### src/rtl/wps_pkg.sv
package wps_pkg;
  typedef enum logic [1:0] {
    RUN_IDLE   = 2'd0,
    RUN_ACTIVE = 2'd1,
    RUN_DRAIN  = 2'd2
  } run_state_e;

  localparam logic [1:0] TB_EXT  = 2'b00;
  localparam logic [1:0] TB_SLOW = 2'b01;
  localparam logic [1:0] TB_SOFT = 2'b10;
  localparam logic [1:0] TB_FAST = 2'b11;

  localparam int FL_RUN   = 0;
  localparam int FL_DRAIN = 1;
  localparam int FL_WAIT  = 2;
  localparam int FL_BURST = 3;
  localparam int FL_EXT   = 4;
  localparam int FL_ARMED = 6;
endpackage

### src/rtl/wps_timebase.sv
module wps_timebase
  import wps_pkg::*;
#(
  parameter int FAST_DIV = 2,
  parameter int SLOW_DIV = 20
) (
  input  logic       clk,
  input  logic       rst_n,
  input  logic [1:0] sel,
  input  logic       soft_ck,
  input  logic       ext_ck,
  output logic       tick
);
  localparam int MAXD = (FAST_DIV > SLOW_DIV) ? FAST_DIV : SLOW_DIV;
  localparam int CW   = $clog2(MAXD) + 1;

  logic [1:0] div_lvl;

  // two free-running square-wave dividers, half period = limit cycles
  for (genvar g = 0; g < 2; g++) begin : g_div
    localparam int LIM = (g == 0) ? FAST_DIV : SLOW_DIV;
    logic [CW-1:0] cnt;
    logic          lvl;
    always_ff @(posedge clk or negedge rst_n) begin
      if (!rst_n) begin
        cnt <= '0;
        lvl <= 1'b0;
      end else if (cnt == CW'(LIM - 1)) begin
        cnt <= '0;
        lvl <= ~lvl;
      end else begin
        cnt <= cnt + 1'b1;
      end
    end
    assign div_lvl[g] = lvl;
  end

  logic src;
  always_comb begin
    unique case (sel)
      TB_FAST: src = div_lvl[0];
      TB_SLOW: src = div_lvl[1];
      TB_SOFT: src = soft_ck;
      default: src = ext_ck;
    endcase
  end

  logic s1, s2, s3;
  always_ff @(posedge clk or negedge rst_n) begin
    if (!rst_n) begin
      s1 <= 1'b0;
      s2 <= 1'b0;
      s3 <= 1'b0;
    end else begin
      s1 <= src;
      s2 <= s1;
      s3 <= s2;
    end
  end

  assign tick = s2 & ~s3;
endmodule

### src/rtl/wps_bank_ram.sv
module wps_bank_ram #(
  parameter int AW = 5,
  parameter int DW = 8
) (
  input  logic          clk,
  input  logic          wr_en,
  input  logic          wr_bank,
  input  logic [AW-1:0] wr_addr,
  input  logic [DW-1:0] wr_data,
  input  logic          rd_bank,
  input  logic [AW-1:0] rd_addr,
  output logic [DW-1:0] rd_data
);
  localparam int DEPTH = 1 << AW;

  logic [DW-1:0] rd_bus [2];

  for (genvar b = 0; b < 2; b++) begin : g_bank
    logic [DW-1:0] mem [DEPTH];
    always_ff @(posedge clk) begin
      if (wr_en && (wr_bank == 1'(b))) mem[wr_addr] <= wr_data;
    end
    assign rd_bus[b] = mem[rd_addr];
  end

  assign rd_data = rd_bus[rd_bank];
endmodule

### src/rtl/wps_scan_ctrl.sv
module wps_scan_ctrl
  import wps_pkg::*;
#(
  parameter int DW     = 8,
  parameter int ADDR_W = 16
) (
  input  logic              clk,
  input  logic              rst_n,
  input  logic              tick,
  input  logic              ctl_start,
  input  logic              ctl_bank_sel,
  input  logic              ctl_xrst,
  input  logic              mode_burst,
  input  logic              mode_ext,
  input  logic              armed_in,
  input  logic              ext_trig,
  input  logic [ADDR_W-1:0] hi_addr,
  input  logic [DW-1:0]     rd_data,
  input  logic              out_ready,
  output logic              out_valid,
  output logic [DW-1:0]     out_data,
  output logic [ADDR_W-1:0] out_addr,
  output logic [ADDR_W-1:0] scan_addr,
  output logic              scan_bank,
  output logic              stopped_flag,
  output logic [7:0]        state_flags
);
  run_state_e st;
  logic trig_s1, trig_s2, run_q;

  always_ff @(posedge clk or negedge rst_n) begin
    if (!rst_n) begin
      trig_s1 <= 1'b0;
      trig_s2 <= 1'b0;
      run_q   <= 1'b0;
    end else begin
      trig_s1 <= ext_trig;
      trig_s2 <= trig_s1;
      run_q   <= run_req;
    end
  end

  logic run_req, run_rise, swap_pend, slot_free, adv, pass_end;
  assign run_req   = mode_ext ? trig_s2 : ctl_start;
  assign run_rise  = run_req & ~run_q;
  assign swap_pend = (scan_bank == ctl_bank_sel);
  assign slot_free = !out_valid || out_ready;
  assign adv       = tick && (st != RUN_IDLE) && slot_free;
  assign pass_end  = (scan_addr >= hi_addr);

  always_ff @(posedge clk or negedge rst_n) begin
    if (!rst_n) begin
      st        <= RUN_IDLE;
      scan_addr <= '0;
      scan_bank <= 1'b1;
      out_valid <= 1'b0;
      out_data  <= '0;
      out_addr  <= '0;
    end else if (ctl_xrst) begin
      st        <= RUN_IDLE;
      scan_addr <= '0;
      scan_bank <= ~ctl_bank_sel;
      out_valid <= 1'b0;
    end else begin
      if (out_valid && out_ready) out_valid <= 1'b0;
      if (st == RUN_IDLE) begin
        if (swap_pend) scan_bank <= ~scan_bank;
        if (run_rise && armed_in) begin
          st        <= RUN_ACTIVE;
          scan_addr <= '0;
        end
      end else begin
        if (st == RUN_ACTIVE && !run_req) st <= RUN_DRAIN;
        if (adv) begin
          out_valid <= 1'b1;
          out_data  <= rd_data;
          out_addr  <= scan_addr;
          if (pass_end) begin
            scan_addr <= '0;
            if (swap_pend) scan_bank <= ~scan_bank;
            if (mode_burst || st == RUN_DRAIN || !run_req) st <= RUN_IDLE;
          end else begin
            scan_addr <= scan_addr + 1'b1;
          end
        end
      end
    end
  end

  assign stopped_flag = (st == RUN_IDLE);

  always_comb begin
    state_flags           = '0;
    state_flags[FL_RUN]   = (st == RUN_ACTIVE);
    state_flags[FL_DRAIN] = (st == RUN_DRAIN);
    state_flags[FL_WAIT]  = swap_pend && (st != RUN_IDLE);
    state_flags[FL_BURST] = mode_burst;
    state_flags[FL_EXT]   = mode_ext;
    state_flags[FL_ARMED] = armed_in;
  end
endmodule

### src/rtl/wave_pingpong_seq.sv
module wave_pingpong_seq
  import wps_pkg::*;
#(
  parameter int AW       = 5,
  parameter int DW       = 8,
  parameter int ADDR_W   = 16,
  parameter int FAST_DIV = 2,
  parameter int SLOW_DIV = 20
) (
  input  logic              clk,
  input  logic              rst_n,
  input  logic              ctl_start,
  input  logic              ctl_bank_sel,
  input  logic              ctl_xrst,
  input  logic              mode_burst,
  input  logic              mode_ext,
  input  logic              armed_in,
  input  logic [1:0]        clk_sel,
  input  logic              soft_ck,
  input  logic              ext_ck,
  input  logic              ext_trig,
  input  logic [ADDR_W-1:0] hi_addr,
  input  logic              host_wr_en,
  input  logic [AW-1:0]     host_wr_addr,
  input  logic [DW-1:0]     host_wr_data,
  output logic              out_valid,
  input  logic              out_ready,
  output logic [DW-1:0]     out_data,
  output logic [ADDR_W-1:0] out_addr,
  output logic [ADDR_W-1:0] scan_addr,
  output logic              scan_bank,
  output logic              stopped_flag,
  output logic [7:0]        state_flags
);
  logic          tick;
  logic [DW-1:0] rd_data;

  wps_timebase #(.FAST_DIV(FAST_DIV), .SLOW_DIV(SLOW_DIV)) u_tb (
    .clk(clk), .rst_n(rst_n), .sel(clk_sel),
    .soft_ck(soft_ck), .ext_ck(ext_ck), .tick(tick)
  );

  wps_bank_ram #(.AW(AW), .DW(DW)) u_ram (
    .clk(clk), .wr_en(host_wr_en), .wr_bank(~scan_bank),
    .wr_addr(host_wr_addr), .wr_data(host_wr_data),
    .rd_bank(scan_bank), .rd_addr(scan_addr[AW-1:0]), .rd_data(rd_data)
  );

  wps_scan_ctrl #(.DW(DW), .ADDR_W(ADDR_W)) u_ctl (
    .clk(clk), .rst_n(rst_n), .tick(tick),
    .ctl_start(ctl_start), .ctl_bank_sel(ctl_bank_sel), .ctl_xrst(ctl_xrst),
    .mode_burst(mode_burst), .mode_ext(mode_ext), .armed_in(armed_in),
    .ext_trig(ext_trig), .hi_addr(hi_addr), .rd_data(rd_data),
    .out_ready(out_ready), .out_valid(out_valid), .out_data(out_data),
    .out_addr(out_addr), .scan_addr(scan_addr), .scan_bank(scan_bank),
    .stopped_flag(stopped_flag), .state_flags(state_flags)
  );
endmodule

### config.mk
export PLATFORM = sky130hd
export DESIGN_NAME = wave_pingpong_seq
export DESIGN_NICKNAME = d
export VERILOG_FILES = /design/src/rtl/wps_pkg.sv /design/src/rtl/wps_timebase.sv /design/src/rtl/wps_bank_ram.sv /design/src/rtl/wps_scan_ctrl.sv /design/src/rtl/wave_pingpong_seq.sv
export SDC_FILE = /design/constraint.sdc
export NUM_CORES = 1
export LEC_CHECK = 0
export BUFFER_PORTS_ARGS = -buffer_cell sky130_fd_sc_hd__buf_2
export CORE_ASPECT_RATIO = 0.5
export CORE_MARGIN = 2
export CORE_UTILIZATION = 51
export CTS_CLUSTER_DIAMETER = 40
export CTS_CLUSTER_SIZE = 24
export DETAILED_ROUTE_END_ITERATION = 6
export GPL_TIMING_DRIVEN = 1
export PLACE_DENSITY = 0.68
export RECOVER_POWER = 50
export SLEW_MARGIN = 40
export SYNTH_ARGS = -nofsm -noshare
export SYNTH_HDL_FRONTEND = slang
export SYNTH_SLANG_ARGS = --single-unit
### constraint.sdc
create_clock -name clk -period 4.55 [get_ports clk]
set_input_delay 0.91 -clock clk [delete_from_list [all_inputs] [get_ports clk]]
set_output_delay 0.91 -clock clk [all_outputs]
set_load 0.01 [all_outputs]
After elaboration in Yosys (flattened, before gate mapping) --
Memory sizes are Yosys's and may differ from the RTL's. Cells that the tools add are included.
Cells by class: eq/ne operators 9, muxes and demuxes 32, bitwise logic cells 11, reductions and logical operators 20, magnitude comparators 2, $add $sub $neg 3
Operators by type and width (number):
- 2-to-1 mux 16 bit | 5
- 2-to-1 mux 8 bit | 3
- adder 16 x 1 -> 16 bit (second input constant) | 1
- greater-or-equal comparator 16 bit | 1
- 2-to-1 mux 1 bit | 14
- 2-to-1 mux 2 bit | 7
- adder 6 x 1 -> 6 bit (second input constant) | 2
- 2-to-1 mux 6 bit | 2
- logical AND 1 bit | 8
- NOT 1 bit | 8
- == test 2 bit (second input constant) | 3
- == test 6 x 1 -> 1 bit (second input constant) | 1
- == test 6 x 5 -> 1 bit (second input constant) | 1
- nonzero test 3 bit | 2
- == test 2 x 1 -> 1 bit (second input constant) | 2
- AND reduction 2 bit | 2
- logical OR 1 bit | 3
- inequality test 3 x 2 -> 1 bit (second input constant) | 1
- case mux 1 bit (3 select lines) | 1
- AND reduction 3 bit | 1
- AND 1 bit | 2
- greater-or-equal comparator 2 bit (second input constant) | 1
- zero test 1 bit | 2
- zero test 2 bit | 1
- other kinds (3) | 3
Storage, ports and cells: memories kept 2, flip-flop bits (word level) 64, bits in writable memories 512, output and inout bits 51
Memories:
- u_ram.g_bank[0].mem | words 32, width 8, read ports 1, clocked after memory_dff 0, write ports 1, line wps_bank_ram.sv:19 | logic [DW-1:0] mem [DEPTH];
- u_ram.g_bank[1].mem | words 32, width 8, read ports 1, clocked after memory_dff 0, write ports 1, line wps_bank_ram.sv:19

Logic depth before layout (Yosys ltp) --
depth after elaboration 9, depth in mapped cells 13

Hierarchy --
From an unflattened synthesis, not the netlist that was laid out.
Second synthesis, totals: cells, all modules 1221, area, all modules 23178.5 um2
By module, submodules not included:
- wps_bank_ram | seq. area each 15374.7 um2, cells each 916, area an instance 19879.1 um2, instances 1
- wps_scan_ctrl | seq. area each 1177.4 um2, cells each 250, area an instance 2591.2 um2, instances 1
- wps_timebase | seq. area each 425.4 um2, cells each 54, area an instance 704.4 um2, instances 1
- wave_pingpong_seq | seq. area each 0.0 um2, cells each 1, area an instance 3.8 um2, instances 1

Worst setup path after synthesis --
No wires, ideal clock.
path kind flip-flop to flip-flop, start reg u_ctl.scan_addr[0], end reg u_ctl.scan_addr[8], cell stages (with the launch flop) 13, clock period less this slack 2.998 ns, path buffers 4, library setup time 0.101 ns, slack 1.552 ns, arrival 2.897 ns, required time 4.449 ns, cell sequence dfrtp_1 -> buf_2 -> buf_6 -> buf_4 -> buf_4 -> inv_1 -> ha_1 -> nand2b_4 -> a2111oi_4 -> o21ai_2 -> a311oi_4 -> nand2_4 -> o311ai_2
On the way: longest elaborated chain between the ends 5, elaborated cells on any way between the ends 6, classes of those cells 1 x add/sub; 1 x order compare; 4 x mux
RTL lines:
- start: declaration | line wps_scan_ctrl.sv:23 | output logic [ADDR_W-1:0] scan_addr,
- start signal: assignment | line wps_scan_ctrl.sv:83 | scan_addr <= scan_addr + 1'b1;
- adder 16 x 1 -> 16 bit / greater-or-equal comparator 16 bit (equally long branches) | line wps_scan_ctrl.sv:83, wps_scan_ctrl.sv:49
- 2-to-1 mux 16 bit * | line wps_scan_ctrl.sv:78 | if (pass_end) begin
- 2-to-1 mux 16 bit * | line wps_scan_ctrl.sv:74 | if (adv) begin
- 2-to-1 mux 16 bit * | line wps_scan_ctrl.sv:66 | if (st == RUN_IDLE) begin
- 2-to-1 mux 16 bit * | line wps_scan_ctrl.sv:59 | end else if (ctl_xrst) begin
Mark *: on every way between the ends. The rest lies on a longest branch, timed or not. The select of a mux whose other input is x is not followed. A chain may end at the register's enable or synchronous reset.

Worst setup path after layout --
start in host_wr_data[4], end mem u_ram.g_bank[1].mem[11][4] (data pin)
RTL lines:
- start: declaration | line wave_pingpong_seq.sv:25 | input logic [DW-1:0] host_wr_data,
- end: declaration | line wps_bank_ram.sv:19
Straight into the memory's write port.

==> metrics.md <==
| Metric | Value |
|---|---|
| Seq/Total Area, Yosys | `73.8%` |
| DIE HEIGHT | `roughly 150 um` |
| Commonest cells after routing, fill and taps aside | `edfxtp_1 (512), mux4_2 (106), nand2_1 (91)` |
| PwrDens | `about 400 nW/um2` |
| Nets@finish | `1437` |
| Final antenna-violating net count | `0` |
| DR pass1 iterations | `5` |
| Initial core utilization | `52.2%` |
| Pleak | `8.43 nW` |
| DRC | `0` |
| Num CTS Buffers | `42` |
| RSZ-0062 raised after global routing | `false` |
| Startpoint Class | `primary input` |
| Slew HR | `-114%` |
| Die width | `304 um` |
| R2R depth | `9` |
| H-tree Lvls | `2` |
| Placer congestion estimate | `0.934` |
| Critical path type | `primary input to register` |
| Wire per inst | `26.0 um` |
| Buffers on Ports | `92` |
| Status | `complete, but fails checks` |
| Commonest non-fill, non-tap cell in the layout | `edfxtp_1` |
| Worst Hold Depth | `0` |
| CTS tree | `yes` |
| Final Slew Violations | `495` |
| Starting DRT DRC Count | `1382` |
| Worst hold path type | `register to register` |
| Grt total ovfl | `0` |
| Root Buffer | `clkbuf_16` |
| Worst-skew pair later-pin latency | `0.58 ns` |
| Largest net degree at the start of global routing | `98` |
| Vias in the first global route | `12200` |
| Die ar. | `46900 um2` |
| Setup repair bufs after CTS | `0` |
| Number of flops mapped to enable cells by yosys | `512` |
| Worst r2r src | `u_ctl.scan_addr[0]` |
| Crit. End Element | `register` |
| Max Freq | `around 0.30 GHz` |
| Hold_buf cts | `0` |
| DR vias | `12300` |
| Final Cycle Share | `about 74%` |
| Synthesized area | `~23000 um2` |
| Post-synthesis cell count | `roughly 1300` |
| Initial antenna violation count | `3` |
| Maximum ir drop on the vdd rail | `0.000222 V` |
| Resized Gates After CTS | `0` |
| Fin crit period | `3.38 ns` |
| Final WL | `51900 um` |
| Syn_area_per_cell | `17.9 um2` |
| Most used DFF post-synth | `edfxtp_1` |
| Layout cell share with drive strength beyond 1 | `22.1%` |
| CP peak stage delay | `2.25 ns` |
| Core footprint | `between 40000 and 50000 um2` |
| Syn. warnings | `0` |
| Sink Count | `between 500 and 600` |
| DP HPWL | `32200 um` |
| Critical path depth in cells | `2` |
| CP arrival | `3.29 ns` |
| CTS max path bufs | `3` |
| I/O pin cnt | `95` |
| Yosys reg bits | `576` |
| Placed instance area | `24000 um2` |
| Synth cell types | `between 50 and 60` |
| Ys async rst share | `11.1%` |
| Data required time of the worst path | `4.46 ns` |
| Violated checks | `capacitance limit, slew limit` |
| R2r endpoint | `u_ctl.scan_addr[8]` |
| Crit path from | `host_wr_data[4]` |
| First-pass GRT wire length | `77900 um` |
| Worst-Margin Slew | `between 3 and 4 ns` |
| Crit-path cells | `buf_2, clkbuf_1` |
| Total Negative Setup Slacks | `0 ns` |
| Reg2reg setup slack | `1.59 ns` |
| Layout Skew | `0.0154 ns` |
| Critical path peak fanout | `65` |
| Std cell rows | `54` |
| Worst path bufs/invs | `2` |
| CP max stage cell | `clkbuf_1` |
| Worst-path clk slew | `0.08 ns` |
| Hold violation total from the final report | `0` |
| # setup viols final | `0` |
| Final core utilization | `58.0%` |
| Vias per cell | `6.19` |
| Finished Cell Area | `approximately 26000 um2` |
| Crit path max-delay family | `buffers and inverters` |
| CP Capture Point | `u_ram.g_bank[1].mem[11][4]` |
| Gr usage total | `22.4%` |
| Layout area overhead | `11.1%` |
| Max Cap Viol | `10` |
area by class of cell:
class | instances | area, um2
Multi-Input combinational cell | 615 | 5630
Clock buffer | 46 | 1130
Fill cell | 3248 | 18500
Sequential cell | 576 | 17000
Inverter | 26 | 97.6
Tap cell | 588 | 736
Timing Repair Buffer | 112 | 604
Clock inverter | 30 | 355
Antenna cell | 1 | 2.50
worst min-delay path by stage:
stage	slack, ns	endpoint	start
finish	0.36	u_ctl.trig_s2	u_ctl.trig_s1
global route	0.37	u_ctl.trig_s2	u_ctl.trig_s1
CTS	0.32	u_ctl.scan_addr[8]	rst_n
detailed placement	0.34	u_tb.s2	u_tb.s1
global placement	0.34	u_ctl.trig_s2	u_ctl.trig_s1
floorplan	0.33	u_ctl.trig_s2	u_ctl.trig_s1
per-layer routing:
| layer | share of wire [%] | vias up | track usage (%) |
|---|---|---|---|
| met1 | 41 | 6400 | 32.0 |
| met2 | 48 | 590 | 35.5 |
| met4 | 1.6 | 2 | 5.59 |
| met3 | 9.1 | 65 | 4.95 |
| met5 | 0.22 | - | 1.72 |
| li1 | - | 5278 | - |
through the flow:
step	hold slack (ns)	cells	setup slack, ns	total power, W
after global placement	0.341	1915	1.29	0.00627
after detailed placement	0.336	1915	1.26	0.00629
after CTS	0.318	1991	1.39	0.0102
after global routing	0.368	1993	0.701	0.0105
final	0.362	1994	1.17	0.0102
after floorplan	0.331	1284	1.55	0.00610
synth_stat cells (5+ instances only):
cell type	n	area [um2]
nand3_1	25	125
o21ai_0	27	135
xnor2_1	6	52.6
ha_1	20	250
xor2_1	9	78.8
dfrtp_1	63	1580
a32oi_1	8	70.1
edfxtp_1	512	15400
nor2_1	89	334
mux4_2	106	2390
o22ai_1	38	238
buf_2	21	105
buf_4	10	75.1
and2_1	5	31.3
nand3b_1	6	45.0
a21oi_1	22	110
inv_1	26	97.6
nor3_1	21	105
clkbuf_1	28	105
o221ai_1	10	87.6
nand2_1	91	342
nand4_1	7	43.8
nor2b_1	8	50.1
a311oi_1	6	52.6
mux2i_1	62	621
cells by family after synthesis:
family	count (synthesis)	synth area share, %
flops	576	73.8
simple gates	279	5.62
mux	168	13.1
compound gates	131	3.88
buf+inv	93	1.93
fa+ha+maj	20	1.09
xor+xnor	15	0.571
other cells	1	0.0163
report_power, final:
| group | leakage, nW | internal (W) | switching (W) |
|---|---|---|---|
| clock | 0.725 | 0.00194 | 0.00204 |
| sequential | 5.46 | 0.00580 | 0.0000260 |
| combinational | 2.24 | 0.000109 | 0.000235 |
registers in the layout, summed over array words and instances (netlist names):
| name | cells |
|---|---|
| u_ram.g_bank.mem | 512 |
| u_ctl.out_addr | 16 |
| u_ctl.scan_addr | 16 |
| u_tb.g_div.cnt | 12 |
| u_ctl.out_data | 8 |
| u_ctl.st | 2 |
| u_tb.g_div.lvl | 2 |
| u_ctl.out_valid | 1 |
| u_ctl.run_q | 1 |
| u_ctl.scan_bank | 1 |
| u_ctl.trig_s1 | 1 |
| u_ctl.trig_s2 | 1 |
| u_tb.s1 | 1 |
| u_tb.s2 | 1 |
| u_tb.s3 | 1 |
Note: power is estimated with default switching activity, not from simulation.
